[src/rtl/pic_pkg.sv]
package pic_pkg;
  localparam int IRQ_N  = 8;
  localparam int LVL_W  = $clog2(IRQ_N);
  localparam int DATA_W = 8;

  typedef enum logic [2:0] {
    ST_IDLE  = 3'd0,
    ST_BASE  = 3'd1,
    ST_CASC  = 3'd2,
    ST_MODE  = 3'd3,
    ST_READY = 3'd4
  } cfg_state_e;

  // Lowest set index wins; MSB of result flags that any bit was set.
  function automatic logic [LVL_W:0] first_set(input logic [IRQ_N-1:0] v);
    logic [LVL_W:0] r;
    r = '0;
    for (int i = IRQ_N - 1; i >= 0; i--) begin
      if (v[i]) r = {1'b1, LVL_W'(i)};
    end
    return r;
  endfunction

  function automatic logic [DATA_W-1:0] vec_of(input logic [DATA_W-1:0] base,
                                               input logic [LVL_W-1:0] lvl);
    return base + DATA_W'(lvl);
  endfunction

  function automatic logic is_start_cmd(input logic [DATA_W-1:0] d);
    return d[4];
  endfunction

  function automatic logic is_rdsel_cmd(input logic [DATA_W-1:0] d);
    return !d[4] && d[3] && d[1];
  endfunction

  function automatic logic is_seoi_cmd(input logic [DATA_W-1:0] d);
    return (d[7:5] == 3'b011) && (d[4:3] == 2'b00);
  endfunction

  function automatic cfg_state_e after_base(input logic single, input logic want_mode);
    if (!single)   return ST_CASC;
    if (want_mode) return ST_MODE;
    return ST_READY;
  endfunction
endpackage

[src/rtl/pic_regs.sv]
module pic_regs
  import pic_pkg::*;
(
  input  logic              clk,
  input  logic              rst_n,
  input  logic              reg_sel,
  input  logic              wr_en,
  input  logic [DATA_W-1:0] wdata,
  input  logic              trig_wr,
  output logic              ready,
  output logic [DATA_W-1:0] base,
  output logic [DATA_W-1:0] casc,
  output logic              aeoi,
  output logic [IRQ_N-1:0]  mask,
  output logic [IRQ_N-1:0]  trig,
  output logic              rd_isr,
  output logic              init_start,
  output logic              eoi_hit,
  output logic [LVL_W-1:0]  eoi_lvl
);
  cfg_state_e state;
  logic       want_mode;
  logic       single;
  logic       wr_even;
  logic       wr_odd;
  logic       rdsel_hit;

  assign wr_even    = wr_en && !reg_sel;
  assign wr_odd     = wr_en && reg_sel;
  assign ready      = (state == ST_READY);
  assign init_start = wr_even && is_start_cmd(wdata);
  assign eoi_hit    = wr_even && ready && is_seoi_cmd(wdata);
  assign eoi_lvl    = wdata[LVL_W-1:0];
  assign rdsel_hit  = wr_even && ready && is_rdsel_cmd(wdata);

  always_ff @(posedge clk or negedge rst_n) begin
    if (!rst_n) begin
      state     <= ST_IDLE;
      want_mode <= 1'b0;
      single    <= 1'b0;
      base      <= '0;
      casc      <= '0;
      aeoi      <= 1'b0;
      mask      <= '0;
      trig      <= '0;
      rd_isr    <= 1'b0;
    end else begin
      if (trig_wr) trig <= wdata[IRQ_N-1:0];
      if (init_start) begin
        state     <= ST_BASE;
        want_mode <= wdata[0];
        single    <= wdata[1];
        mask      <= '0;
        aeoi      <= 1'b0;
        rd_isr    <= 1'b0;
      end else if (wr_odd) begin
        case (state)
          ST_BASE: begin
            base  <= wdata;
            state <= after_base(single, want_mode);
          end
          ST_CASC: begin
            casc  <= wdata;
            state <= want_mode ? ST_MODE : ST_READY;
          end
          ST_MODE: begin
            aeoi  <= wdata[1];
            state <= ST_READY;
          end
          ST_READY: mask <= wdata[IRQ_N-1:0];
          default: ;
        endcase
      end else if (rdsel_hit) begin
        rd_isr <= wdata[0];
      end
    end
  end
endmodule

[src/rtl/pic_req.sv]
module pic_req
  import pic_pkg::*;
(
  input  logic             clk,
  input  logic             rst_n,
  input  logic [IRQ_N-1:0] irq_in,
  input  logic [IRQ_N-1:0] trig,
  input  logic [IRQ_N-1:0] take_hot,
  output logic [IRQ_N-1:0] pending
);
  logic [IRQ_N-1:0] prev_in;

  for (genvar g = 0; g < IRQ_N; g++) begin : g_line
    logic nxt;
    always_comb begin
      if (trig[g]) nxt = irq_in[g];
      else         nxt = irq_in[g] && (!prev_in[g] || pending[g]) && !take_hot[g];
    end
    always_ff @(posedge clk or negedge rst_n) begin
      if (!rst_n) begin
        pending[g] <= 1'b0;
        prev_in[g] <= 1'b0;
      end else begin
        pending[g] <= nxt;
        prev_in[g] <= irq_in[g];
      end
    end
  end
endmodule

[src/rtl/pic_resolve.sv]
module pic_resolve
  import pic_pkg::*;
(
  input  logic             ready,
  input  logic [IRQ_N-1:0] pending,
  input  logic [IRQ_N-1:0] mask,
  input  logic [IRQ_N-1:0] isr,
  output logic             win_valid,
  output logic [LVL_W-1:0] win_lvl
);
  logic [LVL_W:0] req_pick;
  logic [LVL_W:0] svc_pick;

  assign req_pick  = first_set(pending & ~mask);
  assign svc_pick  = first_set(isr);
  assign win_lvl   = req_pick[LVL_W-1:0];
  assign win_valid = ready && req_pick[LVL_W] &&
                     (!svc_pick[LVL_W] || (req_pick[LVL_W-1:0] < svc_pick[LVL_W-1:0]));
endmodule

[src/rtl/pic_isr.sv]
module pic_isr
  import pic_pkg::*;
(
  input  logic             clk,
  input  logic             rst_n,
  input  logic             init_start,
  input  logic             set_en,
  input  logic [LVL_W-1:0] set_lvl,
  input  logic             eoi_hit,
  input  logic [LVL_W-1:0] eoi_lvl,
  output logic [IRQ_N-1:0] isr
);
  logic [IRQ_N-1:0] set_hot;
  logic [IRQ_N-1:0] clr_hot;

  assign set_hot = set_en  ? (IRQ_N'(1) << set_lvl) : '0;
  assign clr_hot = eoi_hit ? (IRQ_N'(1) << eoi_lvl) : '0;

  always_ff @(posedge clk or negedge rst_n) begin
    if (!rst_n)          isr <= '0;
    else if (init_start) isr <= '0;
    else                 isr <= (isr | set_hot) & ~clr_hot;
  end
endmodule

[src/rtl/prio_irq_ctrl.sv]
module prio_irq_ctrl
  import pic_pkg::*;
(
  input  logic              clk,
  input  logic              rst_n,
  input  logic              reg_sel,
  input  logic              wr_en,
  input  logic              rd_en,
  input  logic [DATA_W-1:0] wdata,
  output logic [DATA_W-1:0] rdata,
  input  logic              trig_wr,
  input  logic [IRQ_N-1:0]  irq_in,
  output logic              irq_out,
  input  logic              ack,
  output logic [DATA_W-1:0] ack_vector,
  output logic [DATA_W-1:0] cascade_cfg
);
  logic              ready;
  logic [DATA_W-1:0] base;
  logic              aeoi;
  logic [IRQ_N-1:0]  mask;
  logic [IRQ_N-1:0]  trig;
  logic              rd_isr;
  logic              init_start;
  logic              eoi_hit;
  logic [LVL_W-1:0]  eoi_lvl;
  logic [IRQ_N-1:0]  pending;
  logic [IRQ_N-1:0]  isr;
  logic              win_valid;
  logic [LVL_W-1:0]  win_lvl;
  logic              take;
  logic [IRQ_N-1:0]  take_hot;
  logic [DATA_W-1:0] rd_mux;

  pic_regs u_regs (
    .clk(clk), .rst_n(rst_n), .reg_sel(reg_sel), .wr_en(wr_en), .wdata(wdata),
    .trig_wr(trig_wr), .ready(ready), .base(base), .casc(cascade_cfg), .aeoi(aeoi),
    .mask(mask), .trig(trig), .rd_isr(rd_isr), .init_start(init_start),
    .eoi_hit(eoi_hit), .eoi_lvl(eoi_lvl)
  );

  pic_req u_req (
    .clk(clk), .rst_n(rst_n), .irq_in(irq_in), .trig(trig),
    .take_hot(take_hot), .pending(pending)
  );

  pic_resolve u_res (
    .ready(ready), .pending(pending), .mask(mask), .isr(isr),
    .win_valid(win_valid), .win_lvl(win_lvl)
  );

  assign take     = ack && win_valid;
  assign take_hot = take ? (IRQ_N'(1) << win_lvl) : '0;

  pic_isr u_isr (
    .clk(clk), .rst_n(rst_n), .init_start(init_start),
    .set_en(take && !aeoi), .set_lvl(win_lvl),
    .eoi_hit(eoi_hit), .eoi_lvl(eoi_lvl), .isr(isr)
  );

  assign irq_out    = win_valid;
  assign ack_vector = vec_of(base, win_valid ? win_lvl : LVL_W'(IRQ_N - 1));

  always_comb begin
    if (reg_sel)     rd_mux = DATA_W'(mask);
    else if (rd_isr) rd_mux = DATA_W'(isr);
    else             rd_mux = DATA_W'(pending);
  end
  assign rdata = rd_en ? rd_mux : '0;
endmodule

[config.mk]
export PLATFORM = sky130hd
export DESIGN_NAME = prio_irq_ctrl
export DESIGN_NICKNAME = d
export VERILOG_FILES = /design/src/rtl/pic_pkg.sv /design/src/rtl/pic_regs.sv /design/src/rtl/pic_req.sv /design/src/rtl/pic_resolve.sv /design/src/rtl/pic_isr.sv /design/src/rtl/prio_irq_ctrl.sv
export SDC_FILE = /design/constraint.sdc
export NUM_CORES = 1
export LEC_CHECK = 0
export BUFFER_PORTS_ARGS = -buffer_cell sky130_fd_sc_hd__buf_2
export CORE_MARGIN = 5
export CORE_UTILIZATION = 51
export CTS_CLUSTER_SIZE = 14
export DETAILED_ROUTE_END_ITERATION = 12
export PLACE_DENSITY_LB_ADDON = 0.2
export SLEW_MARGIN = 20
export SYNTH_ARGS = -nofsm -noshare
export SYNTH_HDL_FRONTEND = slang
export SYNTH_SLANG_ARGS = --single-unit
[constraint.sdc]
create_clock -name clk -period 4.15 [get_ports clk]
set_clock_uncertainty 0.2 [all_clocks]
set_input_delay 0.83 -clock clk [delete_from_list [all_inputs] [get_ports clk]]
set_output_delay 0.83 -clock clk [all_outputs]
set_load 0.03 [all_outputs]
==> impl_results.md <==
* Worst hold path class: primary input to asynchronous set/reset pin
* Die area at 0.00820 mm2
* Finished Core Util at 0.705
* Status: complete, but fails checks
* Failing checks: setup timing
* Ports at 48
* R2R depth at 10
* Initial Utilization at 0.524
* Critical Path RT at 3120 ps
* Synth unique cells at 57
* Syn avg cell area at 10.7 um2
* Wire per inst at 18.4 um
* Synthesized netlist cell count at 309
* Crit-path max FO at 4
* CP endpoint kind: output port
* RSZ-0062 raised after global routing: true
* Die H at 90.5 um
* Final setup viols at 7
* Critical Path AT at 3610 ps
* Clock Latency Late Sink at 350 ps
* Placed insts at 470
* Pwr dens at 700 mW/mm2
* Fin worst setup slack at -489 ps
* Setup Total Neg Slack at -2470 ps
* Final period util at 1.12
* FP Rows at 29
* Hold Slack at 248 ps
* Pre-antenna DRT Iters at 5
* WL final at 9080 um
* Endpoints failing hold at 0
* Diodes inserted at 0
* Most frequent cells in the layout: dfrtp_1 (63), buf_4 (51), buf_2 (40)
* Remaining antenna violation count at 0
* Mapped Nets at 338
* Post-synth EDFFs at 0
* Post-DP HPWL at 6620 um
* Yosys warnings at 0
* DR vias at 2865
* Initial DRC Count at 215
* H-tree depth at 3
* Clock sinks at 63
* Initial antenna violation count at 0
* Reg2reg start: u_isr.isr[3]
* Crit Reg-Reg Endpoint: u_isr.isr[0]
* Measured slew at the worst slew-check pin at 897 ps
* Slew margin rel. at 0.402
* Number of global-route vias before repair at 2931
* Clock root cell: clkbuf_8
* Commonest non-fill, non-tap cell in the layout: dfrtp_1
* Nets at 440
* Final Max Tran Viols at 0
* Port bufs at 47
* Largest net degree at the start of global routing at 42
* Ys flop type: dfrtp_1
* Clock Path Buffers at 2
* Fmax at 216 MHz
* RD Place Congestion at 0.904
* Clk slew on worst S/H paths at 70 ps
* Area added between synthesis and finish at 34.5%
* Via density at 5.81
* CP Launch Type: flip-flop
* Drt drc at 0
* Num CTS Buffers at 9
* Max-Cap Viols at 0
* Die W at 90.5 um
* First-pass GRT wire length at 14800 um
* CTS tree: yes
* Fin cells at 493
* Layout cells sized above 1 at 0.423
* Pleak at 1.98 nW
* Remaining global-route overflow at 0
* Worst VDD drop at 0.628 mV
* R2R Setup Slk at 980 ps
* Gr usage total at 0.228
* CP Class: flip-flop to output port
* #FFs+latches synth at 63
* Min Tclk post-route at 4640 ps
* FILL cells at 480
* CTS Hold Buffers Added at 0
* Core area at 0.00631 mm2
* Mapped Area at 0.00331 mm2
* Asr flop ratio synth at 1.00
* Seq/Total Area, Yosys at 0.477
[report_power, final]
group / internal, mW / total, mW / switching [mW] / leakage (nW)
registers: 0.761 / 0.909 / 0.148 / 0.786
logic: 0.848 / 1.72 / 0.867 / 1.11
clock network: 0.234 / 0.488 / 0.254 / 0.0849
total: 1.84 / 3.11 / 1.27 / 1.98
[cell usage after synthesis, types with 2 or more instances]
library cell  instances  area [um2]
a21oi_1              10        50.1
a221o_1               2        20.0
a311oi_1              4        35.0
a41oi_1               4        35.0
and2_1               10        62.6
and3b_1               2        17.5
clkbuf_1              7        26.3
dfrtp_1              63        1580
ha_1                  5        62.6
inv_1                14        52.6
mux2_2               23         259
mux2i_1              17         170
nand2_1              23        86.3
nand2b_1             11        68.8
nand3_1               5        25.0
nand4_1               5        31.3
nand4b_1              3        26.3
nor2_1               19        71.3
nor2b_1              12        75.1
nor3_1                7        35.0
nor4_1                2        12.5
o21a_1                5        37.5
o21ai_0              14        70.1
o21ai_2               2        17.5
o311a_1               2        20.0
o31ai_1               3        22.5
xnor2_1               5        43.8
[logic make-up (layout without fill, tap and decap cells)]
family,Yosys count,after routing,share of synthesized area
AND/OR/NAND/NOR,111,111,0.187
flip-flops,63,63,0.477
AO/OA/AOI/OAI,60,60,0.138
multiplexers,40,40,0.130
buffers and inverters,23,130,0.0276
adder cells (fa/ha/maj),6,6,0.0250
XOR/XNOR,6,6,0.0159
[how the worst max path moves through the flow]
| stage | to | startpoint | cells after the start | slack [ps] |
|---|---|---|---|---|
| global placement | ack_vector[7] | u_isr.isr[3] | 15 | -90 |
| finish | ack_vector[6] | u_isr.isr[3] | 16 | -490 |
| CTS | ack_vector[6] | u_isr.isr[0] | 16 | -440 |
| floorplan | ack_vector[6] | u_regs.mask[6] | 16 | -290 |
| global route | ack_vector[6] | u_isr.isr[3] | 16 | -660 |
| detailed placement | ack_vector[6] | u_isr.isr[3] | 16 | -210 |
[sequential cells by signal (all words and copies together), names as in the netlist]
register          cells
u_isr.isr             8
u_regs.aeoi           1
u_regs.base           8
u_regs.casc           8
u_regs.mask           8
u_regs.rd_isr         1
u_regs.single         1
u_regs.state          3
u_regs.trig           8
u_regs.want_mode      1
u_req.pending         8
u_req.prev_in         8
[metal layers]
metal | track usage | vias to the layer above | share of wire
met5 | 0 | - | 0
met4 | 0.0868 | 0 | 0.025
met3 | 0.0483 | 28 | 0.072
met2 | 0.358 | 119 | 0.48
met1 | 0.310 | 1399 | 0.43
li1 | - | 1319 | -
[metrics by stage]
stage,worst slack [ps],total power [mW],instance area (um2)
6_report,-489,3.11,4450
5_1_grt,-657,3.30,4450
4_1_cts,-443,3.05,4390
3_5_place_dp,-211,2.32,4060
3_3_place_gp,-90.3,2.28,4060
2_1_floorplan,-294,1.82,3430
[worst max-delay path, stage by stage, from the launching register on]
cell and delay, ps:
dfrtp_1 410, nor4_4 320, or2b_1 300, ha_4 290, buf_6 90, o21ai_2 40
a22oi_2 220, o21ai_4 90, and2b_4 190, nand2b_4 70, ha_4 130, inv_2 40
fa_2 410, nor2b_4 170, o2111ai_4 130, xnor2_2 210, buf_6 160
[cell type report]
type                            count  area (um2)  area share
Tap cell                           77        96.3      0.0217
Inverter                           14        52.6      0.0118
Clock buffer                       10         138      0.0309
Sequential cell                    63        1580       0.354
Clock inverter                      6        45.0      0.0101
Multi-Input combinational cell    223        1860       0.417
Timing Repair Buffer              100         684       0.154
[repair_timing]
| action | CTS | global route |
|---|---|---|
| pin swaps | 11 | 9 |
| endpoints found under the setup margin | 7 | 7 |
| resized for setup | 26 | 5 |
| buffers inserted | 5 | 2 |
Note: power is estimated with default switching activity, not from simulation.
